===== config.mk =====
export PLATFORM = sky130hd
export DESIGN_NAME = useq_sequencer
export DESIGN_NICKNAME = d
export VERILOG_FILES = /design/src/rtl/useq_pkg.sv /design/src/rtl/useq_select.sv /design/src/rtl/useq_addr_mux.sv /design/src/rtl/useq_sequencer.sv
export SDC_FILE = /design/constraint.sdc
export NUM_CORES = 1
export LEC_CHECK = 0
export ABC_AREA = 1
export CAP_MARGIN = 15
export CORE_UTILIZATION = 50
export CTS_CLUSTER_DIAMETER = 50
export CTS_CLUSTER_SIZE = 14
export DETAILED_ROUTE_END_ITERATION = 8
export DONT_BUFFER_PORTS = 1
export SYNTH_ARGS = -nofsm -noshare
export SYNTH_HDL_FRONTEND = slang
export SYNTH_HIERARCHICAL = 1
export SYNTH_SLANG_ARGS = --single-unit

===== constraint.sdc =====
create_clock -name clk -period 2.5 [get_ports clk]
set_clock_uncertainty 0.15 [all_clocks]
set_input_delay 0.25 -clock clk [delete_from_list [all_inputs] [get_ports clk]]
set_output_delay 0.25 -clock clk [all_outputs]
set_load 0.1 [all_outputs]

===== src/rtl/useq_pkg.sv =====
package useq_pkg;

    typedef enum logic [1:0] {
        SEQ_JUMP = 2'b00,
        SEQ_NEXT = 2'b01,
        SEQ_COND = 2'b10,
        SEQ_LATE = 2'b11
    } seq_code_e;

    typedef enum logic [1:0] {
        SRC_INC    = 2'd0,
        SRC_CA     = 2'd1,
        SRC_CA_DLY = 2'd2,
        SRC_RET    = 2'd3
    } addr_src_e;

    localparam int unsigned NUM_SRC = 4;

endpackage


===== src/rtl/useq_select.sv =====
module useq_select
    import useq_pkg::*;
(
    input  logic [1:0] seq_cur,
    input  logic [1:0] seq_dly,
    input  logic       mi,
    input  logic       ps_cur,
    input  logic       ps_dly,
    input  logic       zero,
    output addr_src_e  src,
    output logic       ret_load,
    output logic       squash
);

    logic late_pend;

    always_comb begin
        late_pend = (seq_dly == SEQ_LATE);
        squash    = late_pend && (ps_dly != zero);
        src       = SRC_INC;
        ret_load  = 1'b0;
        if (squash) begin
            src = SRC_CA_DLY;
        end else begin
            case (seq_cur)
                SEQ_JUMP: begin
                    if (mi) begin
                        src = SRC_RET;
                    end else begin
                        src      = SRC_CA;
                        ret_load = 1'b1;
                    end
                end
                SEQ_COND: src = ps_cur ? SRC_CA : SRC_INC;
                default:  src = SRC_INC;
            endcase
        end
    end

endmodule


===== src/rtl/useq_addr_mux.sv =====
module useq_addr_mux
    import useq_pkg::*;
#(
    parameter int AW = 8
) (
    input  addr_src_e       src,
    input  logic [AW-1:0]   inc_addr,
    input  logic [AW-1:0]   ca,
    input  logic [AW-1:0]   ca_dly,
    input  logic [AW-1:0]   ret_addr,
    output logic [AW-1:0]   nxt
);

    logic [AW-1:0] leg [NUM_SRC];

    always_comb begin
        leg[SRC_INC]    = inc_addr;
        leg[SRC_CA]     = ca;
        leg[SRC_CA_DLY] = ca_dly;
        leg[SRC_RET]    = ret_addr;
        nxt             = leg[src];
    end

endmodule


===== src/rtl/useq_sequencer.sv =====
module useq_sequencer
    import useq_pkg::*;
#(
    parameter int AW = 8
) (
    input  logic          clk,
    input  logic          rst,
    input  logic [AW-1:0] ca_i,
    input  logic [1:0]    seq_i,
    input  logic          mi_i,
    input  logic          ps_i,
    input  logic          zero_i,
    output logic [AW-1:0] uaddr_o
);

    localparam logic [AW-1:0] ONE = AW'(1);

    typedef struct packed {
        logic [AW-1:0] mc;
        logic [AW-1:0] ca_p;
        logic [1:0]    seq_p;
        logic          ps_p;
        logic [AW-1:0] ret;
    } state_t;

    state_t        st_d;
    state_t        st_q;
    addr_src_e     src;
    logic          ret_load;
    logic          squash;
    logic [AW-1:0] mc_inc;
    logic [AW-1:0] nxt;

    assign mc_inc = st_q.mc + ONE;

    useq_select u_select (
        .seq_cur  (seq_i),
        .seq_dly  (st_q.seq_p),
        .mi       (mi_i),
        .ps_cur   (ps_i),
        .ps_dly   (st_q.ps_p),
        .zero     (zero_i),
        .src      (src),
        .ret_load (ret_load),
        .squash   (squash)
    );

    useq_addr_mux #(.AW(AW)) u_mux (
        .src      (src),
        .inc_addr (mc_inc),
        .ca       (ca_i),
        .ca_dly   (st_q.ca_p),
        .ret_addr (st_q.ret),
        .nxt      (nxt)
    );

    always_comb begin
        st_d       = st_q;
        st_d.mc    = nxt;
        st_d.ca_p  = ca_i;
        st_d.ps_p  = ps_i;
        st_d.seq_p = squash ? SEQ_NEXT : seq_i;
        if (ret_load) begin
            st_d.ret = mc_inc;
        end
    end

    always_ff @(posedge clk) begin
        if (rst) begin
            st_q.mc    <= '0;
            st_q.ca_p  <= '0;
            st_q.seq_p <= SEQ_NEXT;
            st_q.ps_p  <= 1'b0;
            st_q.ret   <= '0;
        end else begin
            st_q <= st_d;
        end
    end

    assign uaddr_o = st_q.mc;

    AST_RESET_STATE: assert property (@(posedge clk)
        rst |=> (uaddr_o == '0 && st_q.seq_p == SEQ_NEXT && st_q.ret == '0));

    AST_SEQ_INCR: assert property (@(posedge clk) disable iff (rst)
        (st_q.seq_p != SEQ_LATE && seq_i[0]) |=> uaddr_o == $past(uaddr_o) + ONE);

    AST_JUMP_LOAD: assert property (@(posedge clk) disable iff (rst)
        (st_q.seq_p != SEQ_LATE && seq_i == SEQ_JUMP && !mi_i)
        |=> (uaddr_o == $past(ca_i) && st_q.ret == $past(uaddr_o) + ONE));

    AST_RETURN_LOAD: assert property (@(posedge clk) disable iff (rst)
        (st_q.seq_p != SEQ_LATE && seq_i == SEQ_JUMP && mi_i)
        |=> uaddr_o == $past(st_q.ret));

    AST_COND_TAKEN: assert property (@(posedge clk) disable iff (rst)
        (st_q.seq_p != SEQ_LATE && seq_i == SEQ_COND && ps_i)
        |=> uaddr_o == $past(ca_i));

    AST_LATE_REDIRECT: assert property (@(posedge clk) disable iff (rst)
        (st_q.seq_p == SEQ_LATE && st_q.ps_p != zero_i)
        |=> uaddr_o == $past(st_q.ca_p));

    AST_CANCEL_SLOT: assert property (@(posedge clk) disable iff (rst)
        (st_q.seq_p == SEQ_LATE && st_q.ps_p != zero_i)
        |=> (st_q.seq_p == SEQ_NEXT && $stable(st_q.ret)));

endmodule


==> summary.txt, run 1 <==
Status
  – Status: finished with violations
  – Failing checks: design-rule violations

Finish
  – Multi-input logic area: 597 um2
  – Antenna diodes: 0
  – Layout cells sized above 1: between 6 and 7%
  – Synthesis-to-finish area growth: 9.41%
  – Fill count: 303
  – Final nets: 280
  – Register area: 541 um2

Global routing
  – First-pass GRT wire length: about 5300 um
  – Number of global-route vias before repair: 1,285
  – Antenna violations before repair: 0
  – Pin count of the biggest net entering global routing: 27
  – Overall routing resource usage: 20.9%
  – GR Overflow Total: 0

Synth
  – Syn_nets: 269
  – Top-area cell type share of the netlist area: 35.6%
  – Synth cell count leaders: 68 x inv_1, 67 x nand2_1, 38 x nor2_1, 27 x dfxtp_1, 22 x nand3_1
  – Syn Std Cell Area: between 1500 and 2000 um2
  – Yosys reg bits: 27
  – Syn_area_per_cell: about 6 um2
  – Synth cell types: 18
  – Largest cells by area after synthesis: dfxtp_1 36%, inv_1 17%, nand2_1 17%, nor2_1 9.4%, nand3_1 7.3%
  – Seq/Total Area, Yosys: a little over a third
  – Post-synth ARST share: 0%
  – Syn Inst Count: 253
  – Largest area contributor in the netlist: dfxtp_1
  – Most instantiated library cell after synthesis: inv_1
  – Ys flop type: dfxtp_1
  – Post-synth EDFFs: 0
  – Synth warnings: 6

Worst setup path
  – Crit path required time: approximately 2.6 ns
  – CP Data Arrival Time: 2.08 ns
  – Setup crit end kind: flip-flop
  – Most used cell, CP: dlygate4sd3_1
  – Reg2reg end: uaddr_o[7]$_SDFF_PP0_
  – CP Cell Sequence: dlygate4sd3_1, nor2_1, dlygate4sd3_1
  – Reg2reg start: uaddr_o[0]$_SDFF_PP0_
  – R2r setup slk: 0.77 ns
  – Worst Reg-to-Reg Cells: 12
  – CP max stage cell: dlygate4sd3_1
  – Crit path max fanout: 26
  – Critical path startpoint category: input port
  – WS Path Type: in2reg
  – Slowest cell delay on critical path: around 1.2 ns

Floorplanning
  – Core area: 2810 um2
  – Die height: 57.1 um
  – Die area: 3260 um2
  – Cell Rows: 19
  – Initial core utilization: around 54%
  – Die W: 57.1 um
  – IO Count: 23

Detailed routing
  – Drt drc: 4
  – Initial DRC count: 62
  – Routed wire length: ~3000 um
  – Vias per inst: approximately 4.5
  – DRT antenna net count: 0
  – First drt pass iteration count: 6
  – Vias: 1,317
  – WL per Instance: 10.3 um

Clocking
  – H-tree lvl count: 1
  – CTS tree: built
  – Clk_lat worst skew: 0.33 ns
  – Total CTS buffers: 3
  – Post-CTS Setup Repair Bufs: 0
  – CTS sink cnt: 27
  – Root buffer cell: clkbuf_4
  – Clock slew at reported path FFs: roughly 0.15 ns
  – Clk buf depth: 2

Worst hold path
  – Worst-case hold path end point: uaddr_o[0]$_SDFF_PP0_
  – Cells on Worst Hold Path: 6
  – Hold Crit Start: ca_i[0]
  – Worst Hold Class: in2reg

Timing
  – Final worst setup slack: a little over 0.5 ns
  – Tmin final: 1.99 ns
  – Final Hold Fails: 0
  – FMAX: 502 MHz
  – Final setup fails: 0
  – Setup TNS: 0 ns
  – Hold WS: 0.0536 ns
  – Slew Limit Fails: 0
  – Worst slew pin tran: approximately 0.94 ns
  – Max_slew headroom: a little under two fifths
  – Fin crit share: between 70 and 80%
  – RSZ-0062 raised after global routing: no

Placement
  – PortBufs: 0
  – Setup WS pre-CTS: 0.831 ns
  – Dpl hpwl: around 2100 um
  – Final GP Congestion: about 0.76

Power
  – P_int: 608 uW
  – Worst vdd ir: 0.000313 V
  – Leak: 0.000951 uW
  – Sw frac: a little under two fifths
  – Power per cell area: 583 nW/um2
  – Power share of the combinational group: 30.4%
  – Reg power frac: about half
  – Sw Pwr: 360 uW
  – Clk pwr share: 20.0%

Run
  – Maxcap violations: 0
==> cell usage in the layout, fill, tap and decap left out <==
master         instances
buf_4                 10
a211oi_1               1
nor2_1                38
inv_1                 68
clkbuf_4               3
nand2_1               67
inv_4                  1
clkbuf_1               1
nor2_2                 1
o21ai_0                2
ha_1                   1
or2_2                  1
nand3_1               22
o21bai_1               1
dlygate4sd3_1         12
a21oi_1                3
o21ai_1                2
xor2_1                 2
dfxtp_1               27
==> power by group through the flow <==
stage / Sequential, uW / Combinational [uW] / Clock [uW]
after global routing: 484 / 327 / 211
after floorplan: 486 / 254 / 0
after detailed placement: 489 / 273 / 0
after global placement: 488 / 268 / 0
final: 479 / 294 / 194
after CTS: 480 / 295 / 199
==> cell type report <==
class / instances / share of cell area, %
multi-input cells: 141 / 36.0
flip-flops and latches: 27 / 32.6
inverters: 69 / 15.8
repair buffers: 22 / 11.8
well taps: 31 / 2.34
clock buffers: 4 / 1.58
==> registers in the layout (all words and copies together) (netlist names) <==
register / cells
uaddr_o: 8
st_q: 19
==> worst max path at each step <==
stage	slack, ns	to	depth (start not counted)	start
3_5_place_dp	0.83	uaddr_o[1]$_SDFF_PP0_	9	st_q[10]$_SDFF_PP0_
3_3_place_gp	0.86	uaddr_o[1]$_SDFF_PP0_	9	st_q[9]$_SDFF_PP1_
4_1_cts	0.49	st_q[11]$_SDFF_PP0_	3	rst
5_1_grt	0.39	st_q[11]$_SDFF_PP0_	3	rst
6_report	0.51	st_q[11]$_SDFF_PP0_	3	rst
2_1_floorplan	1.09	uaddr_o[6]$_SDFF_PP0_	10	uaddr_o[0]$_SDFF_PP0_
==> critical path: cells and delay by family <==
kind                   cells  cell delay (ns)
and+or+nand+nor            1             0.10
buffers and inverters      2             1.73
==> kinds of logic (layout without fill, tap and decap cells) <==
logic type                 after synthesis  after routing  synth area share [%]
buffers and inverters                   85             95                  25.0
xor gates and xnor gates                 2              2                  1.16
AOI/OAI and AO/OA                        9              9                  3.30
adders and majority gates                1              1                 0.825
DFF                                     27             27                  35.6
and+or+nand+nor                        129            129                  34.1
==> stage by stage <==
stage	std cells	cell area (um2)	power [uW]	util, %
floorplan	253	1520	740	-
global placement	278	1510	756	53.9
detailed placement	278	1510	763	53.9
CTS	294	1660	973	59.1
global route	294	1660	1020	59.1
finish	294	1660	967	59.1
==> repair_timing <==
| action | 4_1_cts | 5_1_grt |
|---|---|---|
| endpoints found under the setup margin | 0 | 0 |
| hold endpoints to repair | 27 | 0 |
| resized for setup | 0 | 0 |
| hold buffers | 12 | 0 |
==> routing by layer <==
metal	vias up	routed length, um	global-route usage (%)
met1	560	1440	26.8
met3	2	138	2.04
met2	26	1430	36.1
met4	0	17	8.71
li1	729	-	-
met5	-	0	0
Power figures use the tool's default switching activity.
==> run 2: changes to the inputs <==
clock period = 1.85 ns   (was 2.5 ns; I/O delays follow)
==> summary.txt, run 2 (synthesis gave the netlist of run 1 again) <==
Power
  – Power per cell area: 798 nW/um2 (+37%)
  – Worst vdd ir: 0.000513 V (+64%)
  – Leak: 0.000962 uW (+1.2%)

Worst setup path
  – Reg2reg start: uaddr_o[0]$_SDFF_PP0_
  – R2r setup slk: 0.21 ns (-0.56 ns)
  – WS Path Type: reg2reg
  – Reg2reg end: uaddr_o[6]$_SDFF_PP0_
  – Setup crit end kind: flip-flop
  – Worst Reg-to-Reg Cells: 10 (-2)
  – Crit path required time: 1.91 ns (-0.68 ns)
  – Worst setup path startpoint: uaddr_o[0]$_SDFF_PP0_
  – CP Data Arrival Time: 1.70 ns (-0.38 ns)
  – Crit path max fanout: 5 (-81%)
  – Critical path startpoint category: flip-flop

Global routing
  – Antenna violations before repair: 0 (unchanged)
  – Overall routing resource usage: 20.7% (-0.27 points)
  – Pin count of the biggest net entering global routing: 27 (unchanged)
  – First-pass GRT wire length: 5250 um (-1.1%)
  – GR Overflow Total: 0 (unchanged)
  – Number of global-route vias before repair: 1,242 (-3.3%)

Worst hold path
  – Worst-case hold path end point: st_q[10]$_SDFF_PP0_
  – Cells on Worst Hold Path: 6 (unchanged)
  – Hold Crit Start: zero_i
  – Worst Hold Class: in2reg

Floorplanning
  – Cell Rows: 19 (unchanged)
  – Die area: 3260 um2 (unchanged)
  – Die W: 57.1 um (unchanged)
  – Die height: 57.1 um (unchanged)
  – IO Count: 23 (unchanged)
  – Core area: 2810 um2 (unchanged)
  – Initial core utilization: 54.1% (unchanged)

Clocking
  – Post-CTS Setup Repair Bufs: 0 (unchanged)
  – Post-CTS Resized: 0 (unchanged)
  – H-tree lvl count: 1 (unchanged)
  – Post-cts hold buffer count: 12 (unchanged)
  – Clk buf depth: 2 (unchanged)
  – Total CTS buffers: 3 (unchanged)
  – Clock slew at reported path FFs: 0.17 ns (+0.02 ns)
  – Clk_lat worst skew: 0.35 ns (+0.02 ns)
  – Root buffer cell: clkbuf_4
  – CTS tree: built
  – CTS sink cnt: 27 (unchanged)

Finish
  – Antenna diodes: 0 (unchanged)
  – Max reg flops: 19 (unchanged)
  – Fill count: 307 (+1.3%)
  – Final cell count without fillers: 295 (+0.34%)
  – Synthesis-to-finish area growth: 11.1%
  – Most frequent cells in the layout: 68 x inv_1, 67 x nand2_1, 38 x nor2_1, 27 x dfxtp_1, 22 x nand3_1
  – Layout cells sized above 1: 6.82% (+0.73 points)
  – Most flops, register: st_q
  – Multi-input logic area: 597 um2 (unchanged)
  – Final nets: 281 (+0.36%)
  – Final Cell Area: 1680 um2 (+1.5%)
  – Register area: 541 um2 (unchanged)
  – Most common cell after layout, fill and taps aside: inv_1

Status
  – Status: finished with violations
  – Failing checks: design-rule violations

Timing
  – Max_slew headroom: 36.4% (-0.97 points)
  – Final Hold Fails: 0 (unchanged)
  – Final setup fails: 0 (unchanged)
  – RSZ-0062 raised after global routing: no
  – Tmin final: about 1.6 ns
  – Slew Limit Fails: 0 (unchanged)
  – Fin crit share: 88.9%
  – Setup TNS: 0 ns (unchanged)
  – FMAX: 608 MHz
  – Worst slew pin tran: 0.951 ns (+0.0146 ns)

Placement
  – Dpl hpwl: 2010 um (-3.0%)
  – Cell count after placement: 279 (+0.36%)
  – Final GP Congestion: 0.774 (+1.3%)
  – Placed standard-cell area: 1530 um2 (+1.3%)
  – PortBufs: 0 (unchanged)

Detailed routing
  – Vias per inst: 4.46 (-0.41%)
  – Vias: 1,316 (-0.076%)
  – DRT antenna net count: 0 (unchanged)
  – Routed wire length: 2980 um (-1.4%)
  – Drt drc: 4 (unchanged)
  – WL per Instance: 10.1 um (-1.7%)
  – First drt pass iteration count: 6 (unchanged)
  – Initial DRC count: 47 (-24%)

Run
  – Maxcap violations: 0 (unchanged)
-- run 2: changes by cell type in the layout (fill, tap and decap cells not counted), sizes merged --
cell / delta
buf: +1
clkbuf: -1
inv: +1
-- run 2: critical path, stage by stage, from the launching register on --
cell and delay [ns]:
dfxtp_1 0.43, ha_1 0.22, nand3_1 0.15, o21ai_1 0.20, nand2_1 0.07, inv_1 0.05, nand2_1 0.04, nand3_1 0.07
nand2_1 0.05, inv_1 0.05, nor2_1 0.03
-- run 2: metrics by stage --
stage                     utilization (%)  total power (uW)  setup WS, ns  hold WS, ns
after global routing                 60.0              1420        0.0381       0.0901
after floorplan                         -              1000         0.445        0.142
after global placement               54.6              1030         0.364        0.108
final                                60.0              1340         0.206       0.0417
after CTS                            60.0              1350         0.204       0.0186
after detailed placement             54.6              1030         0.276        0.110
-- run 2: cell type report --
class	count	share of cell area [%]
clock inverter	1	0.520
multi-input combinational	141	35.4
inverter	69	15.5
timing repair buffer	23	12.8
tap	31	2.30
clock buffer	3	1.34
sequential	27	32.1
-- run 2: worst max-delay path by stage --
stage	to	slack [ns]
2_1_floorplan	uaddr_o[6]$_SDFF_PP0_	0.44
3_3_place_gp	uaddr_o[4]$_SDFF_PP0_	0.36
3_5_place_dp	uaddr_o[6]$_SDFF_PP0_	0.28
4_1_cts	uaddr_o[6]$_SDFF_PP0_	0.20
5_1_grt	uaddr_o[6]$_SDFF_PP0_	0.04
6_report	uaddr_o[6]$_SDFF_PP0_	0.21
-- run 2: layer usage --
layer	routed length [um]	share of wire, %	up-vias	GRT usage (%)
met2	1260	42	23	34.6
met3	106	3.6	2	4.76
li1	-	-	732	-
met1	1580	53	559	27.0
met4	24	0.81	0	5.23
met5	0	0	-	0
-- run 2: power breakdown --
| group | total [uW] | internal [uW] | leakage (uW) | switching, uW |
|---|---|---|---|---|
| clock | 290 | 88.5 | 0.0000183 | 202 |
| sequential | 652 | 623 | 0.000223 | 29.6 |
| combinational | 400 | 120 | 0.000720 | 280 |
| total | 1340 | 831 | 0.000962 | 512 |
==> run 3: changes to the inputs <==
CORE_UTILIZATION = 59   (was 50)
PLACE_DENSITY = 0.75   (was default)
clock period = 1.7 ns   (was 1.85 ns; I/O delays follow)
==> summary.txt, run 3 (synthesis gave the netlist of run 1 again) <==
Worst hold path
  – Worst Hold Class: in2reg

Floorplanning
  – IO Count: 23 (unchanged)
  – Die W: 52.7 um (-7.7%)
  – Die height: 52.7 um (-7.7%)
  – Die area: 2780 um2 (-15%)
  – Initial core utilization: 61.8% (+7.7 points)
  – Cell Rows: 18 (-1)
  – Core area: 2450 um2 (-12%)

Power
  – P_int: 900 uW (+8.2%)
  – Sw frac: 36.7% (-1.4 points)
  – Worst vdd ir: 0.000595 V (+16%)
  – Power per cell area: 845 nW/um2 (+6.0%)
  – Leak: 0.000961 uW (about the same)
  – Power share of the combinational group: 30.6% (+0.8 points)
  – Sw Pwr: 522 uW (+1.9%)
  – Clk pwr share: 19.5% (-2.1 points)
  – Reg power frac: 49.9% (+1.3 points)

Finish
  – Max reg flops: 19 (unchanged)
  – Final Cell Area: 1680 um2 (-0.15%)
  – Most flops, register: st_q
  – Most common cell after layout, fill and taps aside: inv_1
  – Antenna diodes: 0 (unchanged)
  – Final nets: 282 (+0.36%)
  – Most frequent cells in the layout: 68 x inv_1, 67 x nand2_1, 38 x nor2_1, 26 x dfxtp_1, 22 x nand3_1
  – Fill count: 212 (-31%)
  – Layout cells sized above 1: 7.55% (+0.73 points)
  – Synthesis-to-finish area growth: 10.9%

Global routing
  – Overall routing resource usage: 24.1% (+3.4 points)
  – Pin count of the biggest net entering global routing: 27 (unchanged)
  – GR Overflow Total: 0 (unchanged)
  – First-pass GRT wire length: 4890 um (-6.8%)
  – Antenna violations before repair: 0 (unchanged)
  – Number of global-route vias before repair: 1,177 (-5.2%)

Clocking
  – H-tree lvl count: 1 (unchanged)
  – CTS tree: built
  – Clk buf depth: 2 (unchanged)
  – Clk_lat worst skew: 0.32 ns (-0.03 ns)
  – CTS sink cnt: 27 (unchanged)
  – Clock slew at reported path FFs: 0.14 ns (-0.03 ns)
  – Root buffer cell: clkbuf_4
  – Total CTS buffers: 3 (unchanged)

Timing
  – Slew Limit Fails: 0 (unchanged)
  – FMAX: 639 MHz (+5.1%)
  – Max_slew headroom: 37.9% (+1.5 points)
  – Final setup fails: 0 (unchanged)
  – Fin crit share: 92.1% (+3.2 points)
  – Setup TNS: 0 ns (unchanged)
  – Tmin final: 1.56 ns (-0.0792 ns)
  – Final Hold Fails: 0 (unchanged)
  – Worst slew pin tran: 0.928 ns (-0.0230 ns)
  – RSZ-0062 raised after global routing: yes

Detailed routing
  – DRT antenna net count: 0 (unchanged)
  – Initial DRC count: 53 (+13%)
  – Vias: 1,329 (+0.99%)
  – First drt pass iteration count: 4 (-2)
  – Vias per inst: 4.51 (+0.99%)
  – Drt drc: 0 (-4)
  – Routed wire length: 2850 um (-4.3%)
  – WL per Instance: 9.65 um (-4.3%)

Worst setup path
  – Crit path max fanout: 4 (-1)
  – Critical path startpoint category: flip-flop
  – Crit path required time: 1.75 ns (-0.16 ns)
  – CP Data Arrival Time: 1.61 ns (-0.09 ns)
  – Setup crit end kind: flip-flop
  – WS Path Type: reg2reg

Placement
  – Placed standard-cell area: 1530 um2 (-0.41%)
  – PortBufs: 0 (unchanged)
  – Final GP Congestion: 0.772 (-0.25%)
  – Dpl hpwl: 1970 um (-2.0%)

Run
  – Maxcap violations: 0 (unchanged)

Status
  – Status: complete, no violations
==> run 3: changes by cell type in the layout (fill, tap and decap cells not counted), sizes merged <==
cell	before	now
clkbuf	3	4
buf	11	12
inv	70	69
==> run 3: metal layers <==
| metal | wire (um) | track usage, % |
|---|---|---|
| met1 | 1480 | 32.9 |
| met4 | 23 | 6.58 |
| met3 | 115 | 3.48 |
| met5 | 0 | 0 |
| met2 | 1230 | 39.2 |
==> run 3: area by class of cell <==
cell class,instances,area (um2),area share (%)
clock buffers,4,26.3,1.56
repair buffers,24,214,12.7
multi-input cells,141,601,35.7
flip-flops and latches,27,542,32.2
well taps,30,37.5,2.23
inverters,69,262,15.6
==> run 3: worst paths after layout <==
path                                             from                    end  slack, ns  depth (start not counted)
worst min register to register   st_q[1]$_SDFFE_PP0P_   st_q[1]$_SDFFE_PP0P_       0.35                          2
worst min-delay path                          ca_i[1]  uaddr_o[1]$_SDFF_PP0_       0.02                          6
worst max register to register  uaddr_o[1]$_SDFF_PP0_  uaddr_o[4]$_SDFF_PP0_       0.14                         10
worst max-delay path            uaddr_o[1]$_SDFF_PP0_  uaddr_o[4]$_SDFF_PP0_       0.14                         10
==> run 3: repair_timing <==
| item | 4_1_cts | 5_1_grt |
|---|---|---|
| hold endpoints to repair | 27 | 0 |
| setup endpoints to repair | 0 | 3 |
| resized for setup | 0 | 3 |
| hold buffers | 12 | 0 |
| setup buffers | 0 | 0 |
==> run 3: worst max-delay path, stage by stage, from the launching register on <==
cell and delay [ns]:
dfxtp_1 0.40, ha_1 0.20, nand3_1 0.14, xor2_1 0.22
inv_1 0.06, inv_1 0.05, nand2_1 0.04, nand3_1 0.06
nand2_1 0.05, inv_1 0.04, nor2_1 0.03
==> run 3: power groups by stage <==
| stage | combinational [uW] | sequential (uW) | clock [uW] |
|---|---|---|---|
| 2_1_floorplan | 373 | 715 | 0 |
| 3_3_place_gp | 396 | 722 | 0 |
| 3_5_place_dp | 398 | 723 | 0 |
| 4_1_cts | 431 | 709 | 282 |
| 5_1_grt | 482 | 715 | 309 |
| 6_report | 435 | 710 | 277 |
==> run 3: stage by stage <==
step	worst slack, ns	util (%)	hold slack (ns)	cells	total power (uW)
6_report	0.135	68.5	0.0168	295	1420
5_1_grt	-0.00630	68.5	0.0428	295	1510
4_1_cts	0.0834	68.1	0.00407	295	1420
3_5_place_dp	0.165	62.2	0.0949	279	1120
3_3_place_gp	0.185	62.2	0.0925	279	1120
2_1_floorplan	0.295	-	0.127	253	1090
